File: src/rtl/bardec_pkg.sv
`timescale 1ns/1ps
package bardec_pkg;
  localparam int CMD_IO_BIT  = 0;
  localparam int CMD_MEM_BIT = 1;
  // first address beyond the reachable I/O space
  localparam logic [31:0] IO_SPACE_END = 32'h0001_0000;
endpackage

File: src/rtl/bardec_window.sv
`timescale 1ns/1ps
module bardec_window #(
  parameter int ADDR_W  = 32,
  parameter int LOG2    = 4,
  parameter bit IS_IO   = 1'b0,
  parameter bit PRESENT = 1'b1,
  parameter bit IS_ROM  = 1'b0
) (
  input  logic [ADDR_W-1:0] raw_i,
  input  logic              io_en_i,
  input  logic              mem_en_i,
  input  logic [ADDR_W-1:0] addr_i,
  input  logic              is_io_i,
  output logic              en_o,
  output logic              match_o
);
  import bardec_pkg::*;

  localparam logic [ADDR_W-1:0] SPAN_M1 = ADDR_W'((64'd1 << LOG2) - 64'd1);

  logic [ADDR_W-1:0] base;
  logic [ADDR_W-1:0] last;
  logic              space_on;
  logic              shape_ok;

  always_comb begin
    base     = raw_i & ~SPAN_M1;
    last     = base + SPAN_M1;
    space_on = IS_IO ? io_en_i : mem_en_i;
    shape_ok = (last > base) && (base != '0);
    if (IS_IO) begin
      shape_ok = shape_ok && (last < ADDR_W'(IO_SPACE_END));
    end
    if (IS_ROM) begin
      shape_ok = shape_ok && raw_i[0];
    end
    en_o    = PRESENT && space_on && shape_ok;
    match_o = en_o && (is_io_i == IS_IO) && (addr_i >= base) && (addr_i <= last);
  end
endmodule

File: src/rtl/bardec_pick.sv
`timescale 1ns/1ps
module bardec_pick #(
  parameter int N     = 7,
  parameter int IDX_W = $clog2(N)
) (
  input  logic [N-1:0]     req_i,
  output logic             any_o,
  output logic [IDX_W-1:0] idx_o
);
  logic [N-1:0] below;

  always_comb begin
    any_o = 1'b0;
    idx_o = '0;
    for (int k = N - 1; k >= 0; k--) begin
      if (req_i[k]) begin
        any_o = 1'b1;
        idx_o = IDX_W'(k);
      end
    end
    below = (N'(1) << idx_o) - N'(1);
    if (any_o) begin
      assert_lowest_wins_R9: assert (req_i[idx_o] && ((req_i & below) == '0))
        else $error("pick: index %0d is not the lowest request", idx_o);
    end
  end
endmodule

File: src/rtl/bar_window_decoder.sv
`timescale 1ns/1ps
module bar_window_decoder #(
  parameter int ADDR_W   = 32,
  parameter int NUM_BARS = 6,
  parameter logic [(NUM_BARS+1)*8-1:0] WIN_LOG2 =
    {8'd16, 8'd0, 8'd0, 8'd20, 8'd8, 8'd12, 8'd4},
  parameter logic [NUM_BARS-1:0] WIN_IO      = 6'b000101,
  parameter logic [NUM_BARS:0]   WIN_PRESENT = 7'b1011111,
  localparam int NUM_WIN = NUM_BARS + 1,
  localparam int IDX_W   = $clog2(NUM_WIN)
) (
  input  logic                       clk,
  input  logic                       rst_n,
  input  logic [1:0]                 cmd_en,
  input  logic [NUM_BARS*ADDR_W-1:0] bar_regs,
  input  logic [ADDR_W-1:0]          rom_reg,
  input  logic                       req_valid,
  input  logic                       req_is_io,
  input  logic [ADDR_W-1:0]          req_addr,
  output logic [NUM_WIN-1:0]         win_en,
  output logic                       hit,
  output logic [IDX_W-1:0]           hit_idx
);
  import bardec_pkg::*;

  localparam logic [NUM_WIN-1:0] IO_ALL = {1'b0, WIN_IO};

  logic rst_meta, rst_sync;
  always_ff @(posedge clk or negedge rst_n) begin
    if (!rst_n) begin
      rst_meta <= 1'b0;
      rst_sync <= 1'b0;
    end else begin
      rst_meta <= 1'b1;
      rst_sync <= rst_meta;
    end
  end

  logic [NUM_WIN-1:0] win_match;

  for (genvar i = 0; i < NUM_WIN; i++) begin : g_win
    logic [ADDR_W-1:0] raw;
    if (i < NUM_BARS) begin : g_bar
      assign raw = bar_regs[i*ADDR_W +: ADDR_W];
    end else begin : g_rom
      assign raw = rom_reg;
    end
    bardec_window #(
      .ADDR_W (ADDR_W),
      .LOG2   (int'(WIN_LOG2[i*8 +: 8])),
      .IS_IO  (IO_ALL[i]),
      .PRESENT(WIN_PRESENT[i]),
      .IS_ROM (i == NUM_BARS)
    ) u_win (
      .raw_i   (raw),
      .io_en_i (cmd_en[CMD_IO_BIT]),
      .mem_en_i(cmd_en[CMD_MEM_BIT]),
      .addr_i  (req_addr),
      .is_io_i (req_is_io),
      .en_o    (win_en[i]),
      .match_o (win_match[i])
    );
  end

  logic             any_match;
  logic [IDX_W-1:0] pick_idx;

  bardec_pick #(.N(NUM_WIN), .IDX_W(IDX_W)) u_pick (
    .req_i(win_match),
    .any_o(any_match),
    .idx_o(pick_idx)
  );

  logic             hit_d;
  logic             idx_ce;
  logic [IDX_W-1:0] idx_d;

  always_comb begin
    hit_d  = req_valid && any_match;
    idx_ce = hit_d;
    idx_d  = pick_idx;
  end

  always_ff @(posedge clk or negedge rst_sync) begin
    if (!rst_sync) begin
      hit     <= 1'b0;
      hit_idx <= '0;
    end else begin
      hit <= hit_d;
      if (idx_ce) begin
        hit_idx <= idx_d;
      end
    end
  end

  assert_hit_needs_valid_R10: assert property (@(posedge clk) disable iff (!rst_sync)
    hit |-> $past(req_valid));
  assert_io_gate_R1: assert property (@(posedge clk) disable iff (!rst_sync)
    (hit && $past(req_is_io)) |-> $past(cmd_en[CMD_IO_BIT]));
  assert_mem_gate_R1: assert property (@(posedge clk) disable iff (!rst_sync)
    (hit && !$past(req_is_io)) |-> $past(cmd_en[CMD_MEM_BIT]));
  assert_space_match_R8: assert property (@(posedge clk) disable iff (!rst_sync)
    hit |-> ($past(req_is_io) == IO_ALL[hit_idx]));
  assert_rom_enable_R6: assert property (@(posedge clk) disable iff (!rst_sync)
    (hit && (hit_idx == IDX_W'(NUM_BARS))) |-> $past(rom_reg[0]));
  assert_nonzero_addr_R3: assert property (@(posedge clk) disable iff (!rst_sync)
    hit |-> ($past(req_addr) != '0));
  assert_io_top_R4: assert property (@(posedge clk) disable iff (!rst_sync)
    (hit && $past(req_is_io)) |-> ($past(req_addr) < ADDR_W'(IO_SPACE_END)));
  assert_absent_R7: assert property (@(posedge clk) disable iff (!rst_sync)
    hit |-> WIN_PRESENT[hit_idx]);
endmodule

File: config.mk
export PLATFORM = sky130hd
export DESIGN_NAME = bar_window_decoder
export DESIGN_NICKNAME = d
export VERILOG_FILES = /design/src/rtl/bardec_pkg.sv /design/src/rtl/bardec_window.sv /design/src/rtl/bardec_pick.sv /design/src/rtl/bar_window_decoder.sv
export SDC_FILE = /design/constraint.sdc
export NUM_CORES = 1
export LEC_CHECK = 0
export BUFFER_PORTS_ARGS = -buffer_cell sky130_fd_sc_hd__buf_2
export CORE_AREA = 2 2 106 108
export DETAILED_ROUTE_END_ITERATION = 8
export DIE_AREA = 0 0 108 110
export PLACE_DENSITY_LB_ADDON = 0.1
export SLEW_MARGIN = 15
export SYNTH_ARGS = -nofsm -noshare
export SYNTH_HDL_FRONTEND = slang
export SYNTH_SLANG_ARGS = --single-unit
File: constraint.sdc
create_clock -name clk -period 1.8 [get_ports clk]
set_clock_uncertainty 0.2 [all_clocks]
set_input_delay 0.36 -clock clk [delete_from_list [all_inputs] [get_ports clk]]
set_output_delay 0.36 -clock clk [all_outputs]
set_load 0.005 [all_outputs]
Yosys cells after proc, flatten, opt, wreduce, memory -nomap -nowiden
Index checks and enable logic that the tools add are counted.

word-level totals
  register bits = 6
  word-level logic and storage cells = 82

operators by class
  add/subtract/negate cells = 5
  magnitude comparators = 20
  mux-type cells = 12
  bitwise operators = 1
  reductions and logical operators = 40

operators by type and width
  operator                                                                        number
  32-bit greater-or-equal comparator                                              6
  32-bit > comparator                                                             6
  32-bit <= comparator                                                            6
  32-bit nonzero test                                                             6
  32-bit by 17-bit less-than comparator with 1-bit output, second input constant  2
  1-bit logical AND                                                               34
  32-bit by 12-bit adder with 32-bit output, second input constant                1
  32-bit by 16-bit adder with 32-bit output, second input constant                1
  32-bit by 20-bit adder with 32-bit output, second input constant                1
  32-bit by 4-bit adder with 32-bit output, second input constant                 1
  32-bit by 8-bit adder with 32-bit output, second input constant                 1
  3-bit 2-to-1 mux                                                                6
  1-bit 2-to-1 mux                                                                6
  1-bit NOT                                                                       1

Depth between registers and ports, before layout
  depth in word-level cells = 15
  mapped depth = 9

Hierarchy
From an unflattened synthesis, not the netlist that was laid out.

second synthesis, totals
  cell total of the unflattened synthesis = 501
  area, all modules = 3634.7 um2

by module, submodules not included
  module                               instances  cells an instance  area an instance (um2)  seq. area each (um2)
  bardec_window at g_win[0].u_win      1          121                853.3                   0.0
  bardec_window at g_win[2].u_win      1          107                760.7                   0.0
  bardec_window at g_win[1].u_win      1          94                 663.1                   0.0
  bardec_window at g_win[6].u_win      1          79                 564.3                   0.0
  bardec_window at g_win[3].u_win      1          71                 480.5                   0.0
  bar_window_decoder                   1          12                 209.0                   150.1
  bardec_pick                          1          11                 66.3                    0.0
  bardec_window at g_win[4].u_win ...  2          3                  18.8                    0.0

Worst setup path before layout
No wires, ideal clock.

  path type = input to register
  from = input port bar_regs[87]
  to = register hit_idx[0]
  library setup time = 0.128 ns
  arrival = 2.218 ns
  data required time = 1.472 ns
  setup slack = -0.746 ns
  stages on the path = 9
  buffers on the path = 0
  cell sequence = inv_1 > ha_1 > a222oi_1 > nor4b_1 > o211a_1 > a31oi_1 > or4_1 > a21boi_1 > o31ai_1

between the ends
  longest elaborated chain between the ends = 12
  elaborated cells on any way between the ends = 19
  classes of those cells = add/sub: 1; order compare: 4; mux: 6; reduce/logical: 8

RTL lines
  item                                      line                      text
  from (decl)                               bar_window_decoder.sv:15  input logic [NUM_BARS*ADDR_W-1:0] bar_regs,
  32-bit by 8-bit adder with 32-bit output  bardec_window.sv:28       last = base + SPAN_M1;
  32-bit > comparator                       bardec_window.sv:30       shape_ok = (last > base) && (base != '0);
  1-bit logical AND                         bardec_window.sv:30
  1-bit logical AND                         bardec_window.sv:32       shape_ok = shape_ok && (last < ADDR_W'(IO_SPACE_END));
  1-bit logical AND                         bardec_window.sv:37       en_o = PRESENT && space_on && shape_ok;
  1-bit logical AND (2 in series)           bardec_window.sv:38       match_o = en_o && (is_io_i == IS_IO) && (addr_i >= base) && (addr_i <= last);
  1-bit logical AND *                       bardec_window.sv:38
  1-bit 2-to-1 mux (3 in series)            bardec_pick.sv:16         if (req_i[k]) begin
  1-bit logical AND                         bar_window_decoder.sv:79  hit_d = req_valid && any_match;
  to (signal assigned)                      bar_window_decoder.sv:91  hit_idx <= idx_d;
  to (decl)                                 bar_window_decoder.sv:22  output logic [IDX_W-1:0] hit_idx

Mark *: on every way between the ends. The rest lies on a longest branch, timed or not.
A chain may end at the register's enable or synchronous reset.

Final worst setup path
  from = input port req_addr[23]
  to = register hit_idx[0]

between the ends
  longest elaborated chain between the ends = 10
  elaborated cells on any way between the ends = 36
  classes of those cells = order compare: 12; mux: 11; reduce/logical: 13

RTL lines
  item                                line                      text
  from (decl)                         bar_window_decoder.sv:19  input logic [ADDR_W-1:0] req_addr,
  32-bit greater-or-equal comparator  bardec_window.sv:38
  1-bit logical AND (2 in series)     bardec_window.sv:38
  1-bit 2-to-1 mux (6 in series)      bardec_pick.sv:16
  1-bit logical AND                   bar_window_decoder.sv:79

Parallel ways exist; a longest one is shown, timed or not.

==> results by group <==
Floorplanning
  – Area inside the core boundary: roughly 11000 um2
  – Number of placed I/O pins: approximately 270
  – Horiz. Die Dim: 108 um
  – Initial cell density of the core: 33.1%
  – Die H: ~110 um
  – # rows: 38
  – Die area: 11900 um2

Pwr
  – Leakage power figure: 3.35 nW
  – Worst supply voltage drop on vdd: around 0.19 mV
  – Total power: between 1.5 and 2 mW
  – Power per cell area: around 280 nW/um2

Synthesis
  – Total standard cell area after synthesis: between 3000 and 4000 um2
  – EDFF count, synth: 0
  – Fraction of the yosys area taken by sequential cells: under 10%
  – Post-synth ARST share: 100%
  – Warning count from the yosys run: 0
  – Number of different library cells in the post-synthesis netlist: 47
  – Synth Instances: a little under 500
  – Synth Area per Inst: roughly 7.3 um2
  – Top post-synthesis cells by area: ha_1 37%, inv_1 12%, nor4_1 6.2%
  – Number of synthesized register bits: 6
  – Top cell type by total area after synthesis: ha_1
  – Main flop type after synthesis: dfrtp_1
  – Area share of the largest cell type after synthesis: between 30% and 40%

Setup path
  – Max stage delay on crit path: about 0.44 ns
  – Critical path fanouts, max: 4
  – WS Path Type: input pin to flop
  – Req. time, crit path: roughly 1.7 ns
  – Critical path origin: req_addr[23]
  – Endpoint type of the worst setup path: flop
  – Startpoint class of the critical path: input pin
  – Critical-path top delay cell: or4_4
  – Worst-case register-to-register setup slack: just over 0.7 ns
  – Destination of the critical timing path: hit_idx[0]
  – R2R cell count: 2
  – Critical path cell sequence: buf_12 > ha_4 > a222oi_1 > nor4b_4 > o211a_1 > a31oi_4 > or4_4 > a21boi_2 > o31ai_1
  – Worst reg2reg path endpoint: hit_idx[1]
  – Launch point of the worst reg-to-reg path: hit_idx[1]
  – Critical Path AT: approximately 2.4 ns

Place
  – Setup slack after placement: -1.02 ns
  – Buffers added on ports: roughly 150
  – Routability-driven placement congestion ratio: between 0.8 and 0.9
  – Instance area at placement: ~5400 um2
  – Instance count after placement with tap cells included: between 800 and 900
  – Post-DP HPWL: roughly 13000 um

Route
  – Drt pass-1 iters: 7
  – Remaining DRCs: 0
  – Avg Vias per Cell: slightly above 5
  – Number of vias after detailed routing: around 4600
  – Remaining antenna violation count: 0
  – Post-Route WL: ~15000 um
  – Routed length per placed instance: approximately 17 um
  – Number of DRC violations after detailed-routing iteration 0: between 200 and 250

STA
  – Final Max Tran Viols: 0
  – Post-route clock period utilization: 136%
  – Timing-limited maximum frequency: between 400 and 500 MHz
  – Final hold vios: 0
  – Setup Viol. Count Final: 8
  – RSZ-0062 raised after global routing: yes
  – Setup slack of the critical path after layout: -0.655 ns
  – Final Critical Period: 2.45 ns
  – Min Hold Slack: 0.157 ns

Cells and area
  – Fin cells: 893
  – Share of layout cells above drive strength 1: 50.3%
  – Number of nets in the layout: between 1000 and 1500
  – Sequential cell area: 150 um2
  – Area added between synthesis and finish: 81.9%
  – Area of all placed cells without fillers: about 6400 um2
  – Filler cell count: ~990
  – Area of the multi-input gates: 3780 um2

Run status
  – Violated checks: negative setup slack
  – Outcome: finished, violations left

Clocking
  – Buffers from clock root to sink, at most: 2
  – Clock Pin Slew Worst Setup and Hold Paths: approximately 0.03 ns
  – Number of buffers inserted during clock tree synthesis: 3
  – Clk_lat worst skew: 0.22 ns
  – Clock Tree Root: clkbuf_8
  – CTS H-tree depth: 1
  – Sink Count: 6
  – Clock tree from TritonCTS: yes

Hold path
  – Tightest Hold Check Type: flop to flop

Global route
  – Maximum number of pins on one net before global-route repair: 7
  – GR Overflow Total: 0
  – Vias in the first global route: between 4000 and 5000
  – Wire length of the first global-routing pass: about 23000 um
  – GRT Overall Usage: 24.9%
  – Number of antenna violations at the first check in global routing: 2

Run
  – Number of max-capacitance violations reported: 0
[final cells by class]
cell class	instances	share of cell area, %
antenna	1	0.0389
tap	140	2.72
inverter	113	6.79
multi-input combinational	362	58.7
clock buffer	3	0.642
sequential	6	2.33
timing repair buffer	268	28.7
[cell usage in the layout, fill, tap and decap left out, types with 4 or more instances in the layout]
cell,count
buf_2,121
buf_4,116
inv_1,100
ha_1,75
a21oi_1,31
ha_4,29
nand2_1,28
nand4_1,26
buf_6,23
nor4_1,17
nor4_4,15
a21o_1,14
nand3_1,13
inv_2,9
nand2_2,6
o21ai_0,6
dfrtp_1,6
nor4_2,5
nor2b_1,5
o21ai_1,5
nor2_1,5
o21a_1,4
or4_4,4
[Yosys cell counts, types with 6 or more instances]
cell type / n
ha_1: 105
a21oi_1: 34
dfrtp_1: 6
nor2_1: 8
nor4_1: 35
nand3_1: 14
a21o_1: 14
or4_1: 6
o21ai_0: 13
nand2_1: 35
nand4_1: 26
inv_1: 113
buf_4: 7
[metrics by stage]
stage | TNS (ns) | utilization [%]
3_3_place_gp | -5.77 | 50.3
4_1_cts | -3.68 | 56.4
2_1_floorplan | -2.18 | -
3_5_place_dp | -5.87 | 50.3
6_report | -3.55 | 60.1
5_1_grt | -4.22 | 60.1
[flip-flops by register name, indices dropped and copies added, names as in the netlist]
name,count
hit_idx,3
hit,1
rst_meta,1
rst_sync,1
[logic make-up after synthesis]
kind of cell / count (synthesis) / synth area share [%]
adder cells (fa/ha/maj): 105 / 37.2
buffers and inverters: 120 / 13.5
flip-flops: 6 / 4.25
AND/OR/NAND/NOR: 153 / 25.2
AO/OA/AOI/OAI: 101 / 19.7
other: 2 / 0.212
[critical path: cells and delay by family]
family / cells / cell delay (ns)
compound gates: 5 / 0.90
simple gates: 2 / 0.72
buf+inv: 1 / 0.12
fa+ha+maj: 1 / 0.24
[how the worst min path moves through the flow]
stage	from	to	slack [ns]	cells after the start
finish	rst_meta	rst_sync	0.16	0
global route	rst_meta	rst_sync	0.15	0
global placement	rst_sync	hit	-0.14	0
CTS	rst_meta	rst_sync	0.15	0
detailed placement	rst_sync	hit_idx[2]	-0.15	0
floorplan	rst_sync	hit	-0.16	0
[where the power goes]
| part | internal, mW | leakage [nW] | switching [mW] | total (mW) |
|---|---|---|---|---|
| Sequential | 0.140 | 0.0736 | 0.00227 | 0.142 |
| Combinational | 0.737 | 3.25 | 0.721 | 1.46 |
| Clock | 0.143 | 0.0216 | 0.0501 | 0.193 |
| Total | 1.02 | 3.35 | 0.773 | 1.79 |
[repair_timing]
| item | 4_1_cts | 5_1_grt |
|---|---|---|
| setup buffers | 8 | 4 |
| cloned | 0 | 0 |
| endpoints found under the hold margin | 6 | 0 |
| gates resized for setup | 99 | 64 |
| endpoints found under the setup margin | 9 | 9 |
| hold buffers | 2 | 0 |
| pin swaps | 39 | 39 |
[layer usage]
| layer | global-route usage (%) | up-vias | part of all wire [%] |
|---|---|---|---|
| li1 | - | 2323 | - |
| met1 | 32.6 | 2120 | 45 |
| met2 | 45.1 | 178 | 46 |
| met3 | 2.12 | 18 | 6.5 |
| met4 | 4.67 | 2 | 1.7 |
| met5 | 0 | - | 0.085 |
(Power assumes the default switching activity.)
